[src/rtl/cz_pkg.sv]
package cz_pkg;
  typedef enum logic [1:0] {
    ST_OFF  = 2'd0,
    ST_SEEK = 2'd1,
    ST_WAIT = 2'd2,
    ST_HALT = 2'd3
  } cz_state_e;
endpackage

[src/rtl/cz_ema.sv]
module cz_ema #(
  parameter int W = 17,
  parameter int K = 2
) (
  input  logic         clk,
  input  logic         rst,
  input  logic         load,
  input  logic [W-1:0] load_val,
  input  logic         upd,
  input  logic [W-1:0] sample,
  output logic [W-1:0] avg_o
);
  logic [W-1:0] nxt;

  generate
    if (K == 0) begin : g_direct
      assign nxt = sample;
    end else begin : g_shift
      logic signed [W:0] diff;
      logic signed [W:0] step;
      assign diff = $signed({1'b0, sample}) - $signed({1'b0, avg_o});
      assign step = diff >>> K;
      assign nxt  = avg_o + step[W-1:0];
    end
  endgenerate

  always_ff @(posedge clk) begin
    if (rst)       avg_o <= '0;
    else if (load) avg_o <= load_val;
    else if (upd)  avg_o <= nxt;
  end

  AST_EMA_LOAD: assert property (@(posedge clk) disable iff (rst)
    load |=> avg_o == $past(load_val));
  AST_EMA_HOLD: assert property (@(posedge clk) disable iff (rst)
    (!load && !upd) |=> $stable(avg_o));
endmodule

[src/rtl/cz_lock_watch.sv]
module cz_lock_watch #(
  parameter int TW = 20
) (
  input  logic          clk,
  input  logic          rst,
  input  logic          clr,
  input  logic          run,
  input  logic [TW-1:0] limit,
  output logic          expired
);
  logic [TW-1:0] cnt;

  always_ff @(posedge clk) begin
    if (rst)                     cnt <= '0;
    else if (clr)                cnt <= TW'(1);
    else if (run && cnt != '1)   cnt <= cnt + 1'b1;
  end

  assign expired = (cnt >= limit);

  AST_WATCH_CLR: assert property (@(posedge clk) disable iff (rst)
    clr |=> cnt == TW'(1));
endmodule

[src/rtl/cz_commut_timer.sv]
module cz_commut_timer
  import cz_pkg::*;
#(
  parameter int CNT_W = 16,
  parameter int TO_W  = 20,
  parameter int AVG_K = 2
) (
  input  logic             clk,
  input  logic             rst,
  input  logic             closed_en,
  input  logic [CNT_W-1:0] seed_half,
  input  logic [TO_W-1:0]  lock_timeout,
  input  logic             zc_pulse,
  input  logic             zc_rising,
  input  logic             expect_rising,
  output logic             commut_o,
  output logic [CNT_W:0]   avg_len,
  output logic             lost_o
);
  localparam int SW = CNT_W + 1;

  cz_state_e     state;
  logic [SW-1:0] elapsed;
  logic [SW-1:0] wait_cnt;
  logic [SW-1:0] half;

  logic [SW-1:0] seed_eff;
  logic [SW:0]   full_step;
  logic          zc_ok, early, reload_hit, expired;
  logic          do_enter, do_lose, do_latch, do_early, do_reload, do_done, do_commut;
  logic          seeking;
  logic [SW-1:0] elapsed_inc;

  assign seed_eff    = (seed_half == '0) ? SW'(1) : {1'b0, seed_half};
  assign full_step   = {half, 1'b0};
  assign zc_ok       = zc_pulse && (zc_rising == expect_rising);
  assign early       = elapsed < (half >> 1);
  assign reload_hit  = {1'b0, elapsed} >= full_step;
  assign elapsed_inc = (elapsed == '1) ? elapsed : elapsed + 1'b1;

  always_comb begin
    seeking   = closed_en && (state == ST_SEEK);
    do_enter  = closed_en && (state == ST_OFF);
    do_lose   = seeking && expired;
    do_latch  = seeking && !expired && zc_ok && !early;
    do_early  = seeking && !expired && zc_ok && early;
    do_reload = seeking && !expired && !zc_ok && reload_hit;
    do_done   = closed_en && (state == ST_WAIT) && (wait_cnt <= SW'(1));
    do_commut = do_early || do_reload || do_done;
  end

  cz_ema #(.W(SW), .K(AVG_K)) ema_i (
    .clk      (clk),
    .rst      (rst),
    .load     (do_enter || do_lose),
    .load_val (do_lose ? '0 : {seed_eff[SW-2:0], 1'b0}),
    .upd      (do_commut),
    .sample   (elapsed),
    .avg_o    (avg_len)
  );

  cz_lock_watch #(.TW(TO_W)) watch_i (
    .clk     (clk),
    .rst     (rst),
    .clr     (do_enter || do_latch || do_early),
    .run     (state == ST_SEEK || state == ST_WAIT),
    .limit   (lock_timeout),
    .expired (expired)
  );

  always_ff @(posedge clk) begin
    if (rst) begin
      state    <= ST_OFF;
      elapsed  <= '0;
      wait_cnt <= '0;
      half     <= '0;
      commut_o <= 1'b0;
      lost_o   <= 1'b0;
    end else begin
      commut_o <= do_commut;
      lost_o   <= do_lose;
      if (!closed_en) begin
        state <= ST_OFF;
      end else begin
        case (state)
          ST_OFF: begin
            state   <= ST_SEEK;
            elapsed <= SW'(1);
            half    <= seed_eff;
          end
          ST_SEEK: begin
            if (do_lose) begin
              state <= ST_HALT;
            end else if (do_latch) begin
              half     <= elapsed;
              wait_cnt <= elapsed;
              elapsed  <= elapsed_inc;
              state    <= ST_WAIT;
            end else if (do_early || do_reload) begin
              elapsed <= SW'(1);
            end else begin
              elapsed <= elapsed_inc;
            end
          end
          ST_WAIT: begin
            if (do_done) begin
              elapsed <= SW'(1);
              state   <= ST_SEEK;
            end else begin
              wait_cnt <= wait_cnt - 1'b1;
              elapsed  <= elapsed_inc;
            end
          end
          default: state <= ST_HALT;
        endcase
      end
    end
  end

  AST_STROBE_EXCL: assert property (@(posedge clk) disable iff (rst)
    !(commut_o && lost_o));
  AST_LOST_SINGLE: assert property (@(posedge clk) disable iff (rst)
    lost_o |=> !lost_o);
  AST_LOSS_CLEARS_AVG: assert property (@(posedge clk) disable iff (rst)
    lost_o |-> avg_len == '0);
  AST_HALT_SILENT: assert property (@(posedge clk) disable iff (rst)
    (state == ST_HALT) |=> !commut_o);
  AST_OFF_QUIET: assert property (@(posedge clk) disable iff (rst)
    !closed_en |=> (!commut_o && !lost_o));
  AST_WAIT_HOLDS: assert property (@(posedge clk) disable iff (rst)
    (state == ST_WAIT && wait_cnt > SW'(1)) |=> !commut_o);
endmodule

[config.mk]
export PLATFORM = sky130hd
export DESIGN_NAME = cz_commut_timer
export DESIGN_NICKNAME = d
export VERILOG_FILES = /design/src/rtl/cz_pkg.sv /design/src/rtl/cz_ema.sv /design/src/rtl/cz_lock_watch.sv /design/src/rtl/cz_commut_timer.sv
export SDC_FILE = /design/constraint.sdc
export NUM_CORES = 1
export LEC_CHECK = 0
export BUFFER_PORTS_ARGS = -buffer_cell sky130_fd_sc_hd__clkbuf_2
export CAP_MARGIN = 20
export CORE_ASPECT_RATIO = 1.4
export CORE_UTILIZATION = 62
export DETAILED_ROUTE_END_ITERATION = 8
export PLACE_DENSITY = 0.94
export SYNTH_ARGS = -nofsm -noshare
export SYNTH_HDL_FRONTEND = slang
export SYNTH_SLANG_ARGS = --single-unit
export TNS_END_PERCENT = 5
[constraint.sdc]
create_clock -name clk -period 4.55 [get_ports clk]
set_clock_uncertainty 0.2 [all_clocks]
set_input_delay 0 -clock clk [delete_from_list [all_inputs] [get_ports clk]]
set_output_delay 0 -clock clk [all_outputs]
set_load 0.01 [all_outputs]
# Word-level counts from Yosys, hierarchy flattened
# Cells that the tools add are included.
word_totals:
  reg_bits: 92
  input_bits: 42
  output_inout_bits: 19
  wordCells: 85
op_classes:
  n_addsub: 5
  magnitude_cmp: 4
  eq_ne: 10
  n_mux: 21
  n_bitwise: 1
  n_reduce_logical: 35
ops:
  columns: ["operator", "count"]
  rows:
  - ["17-bit two-way mux", 11]
  - ["17-bit case mux with 2 select lines", 2]
  - ["17-bit case mux with 3 select lines", 1]
  - ["20-bit by 1-bit adder with 20-bit output, second input constant", 1]
  - ["20-bit >= comparator", 1]
  - ["20-bit != test, second input constant", 1]
  - ["17-bit by 18-bit >= comparator with 1-bit output", 1]
  - ["17-bit by 17-bit subtractor with 18-bit output", 1]
  - ["17-bit by 1-bit adder with 17-bit output, second input constant", 1]
  - ["17-bit adder", 1]
  - ["17-bit == test, second input constant", 1]
  - ["17-bit by 1-bit less-or-equal comparator with 1-bit output, second input constant", 1]
  - ["17-bit by 16-bit < comparator with 1-bit output", 1]
  - ["17-bit by 1-bit subtractor with 17-bit output, second input constant", 1]
  - ["16-bit zero test", 1]
  - ["16-bit two-way mux", 1]
  - ["1-bit logical AND", 13]
  - ["2-bit != test, second input constant", 4]
  - ["2-bit nonzero test", 4]
  - ["1-bit logical OR", 6]
  - ["2-bit two-way mux", 3]
  - ["2-bit case mux with 3 select lines", 1]
  - ["5-bit AND reduction", 1]
  - ["4-bit AND reduction", 1]
  - ["12 further kinds", 16]

# Logic depth before layout (Yosys ltp)
logic_depth:
  ltp_word: 10
  ltp_mapped: 19
  depth_no_buf: 19

# By module
# From an unflattened synthesis, not the netlist that was laid out.
unflattened:
  hier_cells: 1002
  hier_area_um2: 7946.4
modules_own_cells:
  columns: ["mod", "n_inst", "cells_each", "area_each_um2", "seq_area_each_um2"]
  rows:
  - ["cz_commut_timer", 1, 503, 4020.1, 1101.1]
  - ["cz_ema", 1, 294, 2260.9, 340.3]
  - ["cz_lock_watch", 1, 205, 1665.3, 400.4]

# Least setup slack after synthesis
# OpenSTA, ideal clock, no wires.
synth_timing:
  path_kind: "reg2reg"
  startpoint: "register ema_i.avg_o[1]"
  endpoint: "register ema_i.avg_o[16]"
  setup_time_ns: 0.121
  t_arrival_ns: 3.533
  required_ns: 4.229
  slack_ns: 0.696
  path_stages_with_launch: 19
  path_buffers: 0
  synth_period_minus_slack_ns: 3.854
  path_cell_list: "dfxtp_1 inv_1 ha_1 a2111oi_4 nor3_1 o21a_1 o21a_1 o21a_1 nor2_1 xnor2_1 ha_1 and2_1 o21ai_0 o31ai_1 o21ai_0 a21oi_1 a211oi_1 xnor2_1 a21oi_1"
synth_between:
  elab_chain_len: 4
synth_lines:
  columns: ["item", "line", "text"]
  rows:
  - ["start, declared", "cz_ema.sv:11", "output logic [W-1:0] avg_o"]
  - ["start signal, assigned", "cz_ema.sv:29", "else if (load) avg_o <= load_val;"]
  - ["start signal, assigned", "cz_ema.sv:30", "else if (upd) avg_o <= nxt;"]
  - ["17-bit by 17-bit subtractor with 18-bit output", "cz_ema.sv:21", "assign diff = $signed({1'b0, sample}) - $signed({1'b0, avg_o});"]
  - ["17-bit adder (*)", "cz_ema.sv:23", "assign nxt = avg_o + step[W-1:0];"]
  - ["17-bit two-way mux (*)", "cz_ema.sv:30", null]
  - ["17-bit two-way mux (*)", "cz_ema.sv:29", null]
# Every way passes the cells marked *; elsewhere a longest branch is shown, timed or not. The select of a mux whose other input is x is not followed.
# A chain may end at the register's enable or synchronous reset.

# Final worst setup path
# Same ends and word-level chain as after synthesis.

==> impl_metrics.tcl <==
set metrics [dict create \
    status "completed" \
    min_period_ns 4.181 \
    firstDrtPassIters 5 \
    yosys_warnings 0 \
    post-place-ws_ns 0.4012 \
    ys_seq_area_frac 0.2435 \
    powerDensity_mw_per_mm2 435.5 \
    async_flop_share 0 \
    ios 61 \
    area_growth_pct 12.94 \
    gp_congestion 0.9412 \
    synth_top_area_frac 0.2435 \
    maxSlewViolCount 0 \
    cts_tree "done" \
    synth_cell_type_count 75 \
    crit_path_end_kind "register" \
    critical-path-top-delay-family "compound AO/OA/AOI/OAI gates" \
    setup_viol_count_final 0 \
    start_kind "register" \
    dp_hpwl_microns 15870 \
    start_util 0.6366 \
    synth.cells.most_frequent "nor2_1 (94), dfxtp_1 (92), ha_1 (91)" \
    critPathMaxStageDelay_ns 0.40 \
    path_max_fanout 5 \
    timing.fmax_ghz 0.2392 \
    power.leakage_uw 0.003524 \
    cts.sinks 92 \
    relSlewSlack 0.3581 \
    cp_slowest_cell "dfxtp_2" \
    hold_class "in -> reg" \
    cpMostUsedCell "o21a_1" \
    yosys.area.top_type "dfxtp_1" \
    ant_nets 0 \
    clock-root-buffer "clkbuf_16" \
    synth_flop_cell "dfxtp_1" \
    critical_path_class "reg -> reg" \
    wire_per_inst_microns 18.71 \
    core_area_sq_mm 0.01188 \
    clk_pin_slew_worst_paths_ns 0.07 \
    viasPerCell 6.530 \
    synth_area_leaders "dfxtp_1 (24%), ha_1 (15%), nor2_1 (4.7%)" \
    insertion_delay_ns 0.36 \
    layout-drive-gt1-share 0.1208 \
    cp_cell_sequence "inv_1 -> ha_1 -> a2111oi_4 -> nor3_2 -> o21a_1 -> o21a_1 -> o21a_1 -> nor2_1 -> xnor2_1 -> ha_1 -> and2_1 -> o21ai_0 -> o31ai_1 -> o21ai_0 -> a21oi_1 -> a211oi_1 -> xnor2_1 -> a21oi_1" \
    syn_nets 1091 \
    cts_buffers 9 \
    finalWirelength_microns 22120 \
    tns_ns 0 \
    crit_start "ema_i.avg_o[1]" \
    row_count 47 \
    synth_enable_flop_cells 0 \
    reg2reg_from "ema_i.avg_o[1]" \
    h-tree-depth 3 \
    path_buf_inv 1 \
    hp-start "rst" \
    finalWorstSetupSlack_ns 0.3693 \
    syn_inst 957 \
    worst_pin_slew_ns 0.9628 \
    max-vdd-ir-drop_mv 0.4927 \
    grt_pass1_vias 7765 \
    grt_pass1_wl_microns 36160 \
    required_ns 4.59 \
    syn-cell-area_sq_mm 0.007562 \
    finalPower_uw 3720 \
    hold_viol 0 \
    ys_seq_elements 92 \
    timing.final.crit_share 0.9188 \
    dieArea_sq_mm 0.01265 \
    syn_avg_cell_area_sq_um 7.902 \
    grt_start_max_net_pins 54 \
    post-synth-top-count-cell "nor2_1" \
    antenna_cells 0 \
    drt_iter0_drc 539 \
    track_usage 0.3604 \
    die_h_microns 132.7 \
    clockBufferDepth 2 \
    grt_setup_unrepaired "false" \
    die-width_microns 95.34 \
    critical_path_arrival_ns 4.22 \
    vias 7718 \
    drv_cap 0 \
    final_nets 1164 \
    fillers 860 \
    io_buffers 60 \
    route.detailed.drc 0 \
    grt_overflow 0 \
    antenna_found_initial 0 \
]
-- metal layers --
| layer | up-vias | share of wire | track usage |
|---|---|---|---|
| li1 | 3655 | - | - |
| met1 | 3570 | 0.38 | 0.4118 |
| met2 | 393 | 0.50 | 0.6127 |
| met3 | 100 | 0.067 | 0.05747 |
| met4 | 0 | 0.054 | 0.2205 |
| met5 | - | 0 | 0 |
-- worst min-delay path, cell delays in order --
cell	delay [ns]
clkbuf_2	0.09
buf_4	0.32
nor2_1	0.16
-- worst paths after layout --
kind / slack [ns] / depth (start not counted) / endpoint
max reg2reg: 0.37 / 18 / ema_i.avg_o[16]
min: 0.08 / 3 / ema_i.avg_o[10]
min reg2reg: 0.30 / 2 / wait_cnt[16]
max: 0.37 / 18 / ema_i.avg_o[16]
-- power by group --
| part | switching [uW] | internal [uW] | leakage (uW) |
|---|---|---|---|
| registers | 73.1 | 867 | 0.000749 |
| clock network | 353 | 502 | 0.000160 |
| logic | 1100 | 828 | 0.00262 |
-- layout make-up --
| cell class | count | area (sq um) | share of cell area |
|---|---|---|---|
| clock inverters | 6 | 93.84 | 0.01099 |
| multi-input cells | 759 | 5300 | 0.6206 |
| inverters | 74 | 277.8 | 0.03252 |
| clock buffers | 10 | 239.0 | 0.02798 |
| flip-flops and latches | 92 | 1843 | 0.2158 |
| repair buffers | 94 | 603.1 | 0.07061 |
| well taps | 147 | 183.9 | 0.02154 |
-- repair_timing --
| item | 4_1_cts | 5_1_grt |
|---|---|---|
| endpoints found under the hold margin | 33 | 0 |
| setup endpoints to repair | 0 | 2 |
| buffers inserted | 0 | 0 |
| hold buffers | 19 | 0 |
| resized for setup | 0 | 2 |
-- state kept, by name (all words and copies together), names as in the netlist --
register     cells
state            2
ema_i.avg_o     17
half            17
lost_o           1
commut_o         1
elapsed         17
watch_i.cnt     20
wait_cnt        17
-- cell families (layout without fill, tap and decap cells) --
logic type,count (synthesis),in the layout,share of synthesized area
compound gates,254,254,0.2354
fa+ha+maj,92,92,0.1532
simple gates,345,345,0.2285
mux,23,23,0.03044
buf+inv,106,184,0.05675
flops,92,92,0.2435
xor+xnor,45,45,0.05212
-- metrics by stage --
step / cells / util / area, sq um / hold WS (ns)
finish: 1182 / 0.7190 / 8541 / 0.08459
global route: 1182 / 0.7190 / 8541 / 0.1026
CTS: 1182 / 0.7185 / 8534 / 0.05592
detailed placement: 1147 / 0.6744 / 8011 / 0.1280
global placement: 1147 / 0.6744 / 8011 / 0.1261
floorplan: 957 / - / 7562 / -0.03223
-- layout by cell type, fill, tap and decap left out, types with 5 or more instances in the layout --
| cell type | instances |
|---|---|
| and2_1 | 9 |
| nor4_1 | 8 |
| clkbuf_16 | 9 |
| a311o_1 | 5 |
| ha_1 | 91 |
| a21oi_1 | 64 |
| o311ai_0 | 5 |
| nor3_1 | 29 |
| nand4_1 | 20 |
| clkbuf_2 | 60 |
| o21a_1 | 11 |
| xor2_1 | 21 |
| nand2_1 | 77 |
| a211oi_1 | 25 |
| and4_1 | 6 |
| nor2_1 | 94 |
| o211ai_1 | 5 |
| mux2i_1 | 23 |
| a31oi_1 | 14 |
| nor2b_1 | 8 |
| inv_1 | 72 |
| dlygate4sd3_1 | 19 |
| o21ai_0 | 39 |
| o31ai_1 | 13 |
| nand3_1 | 38 |
| a21o_1 | 14 |
| nand2b_1 | 5 |
| xnor2_1 | 24 |
| buf_4 | 15 |
| a21oi_2 | 9 |
| or3_1 | 12 |
| and3_1 | 12 |
| dfxtp_1 | 91 |
No activity file was read; power rests on OpenSTA's default activity.
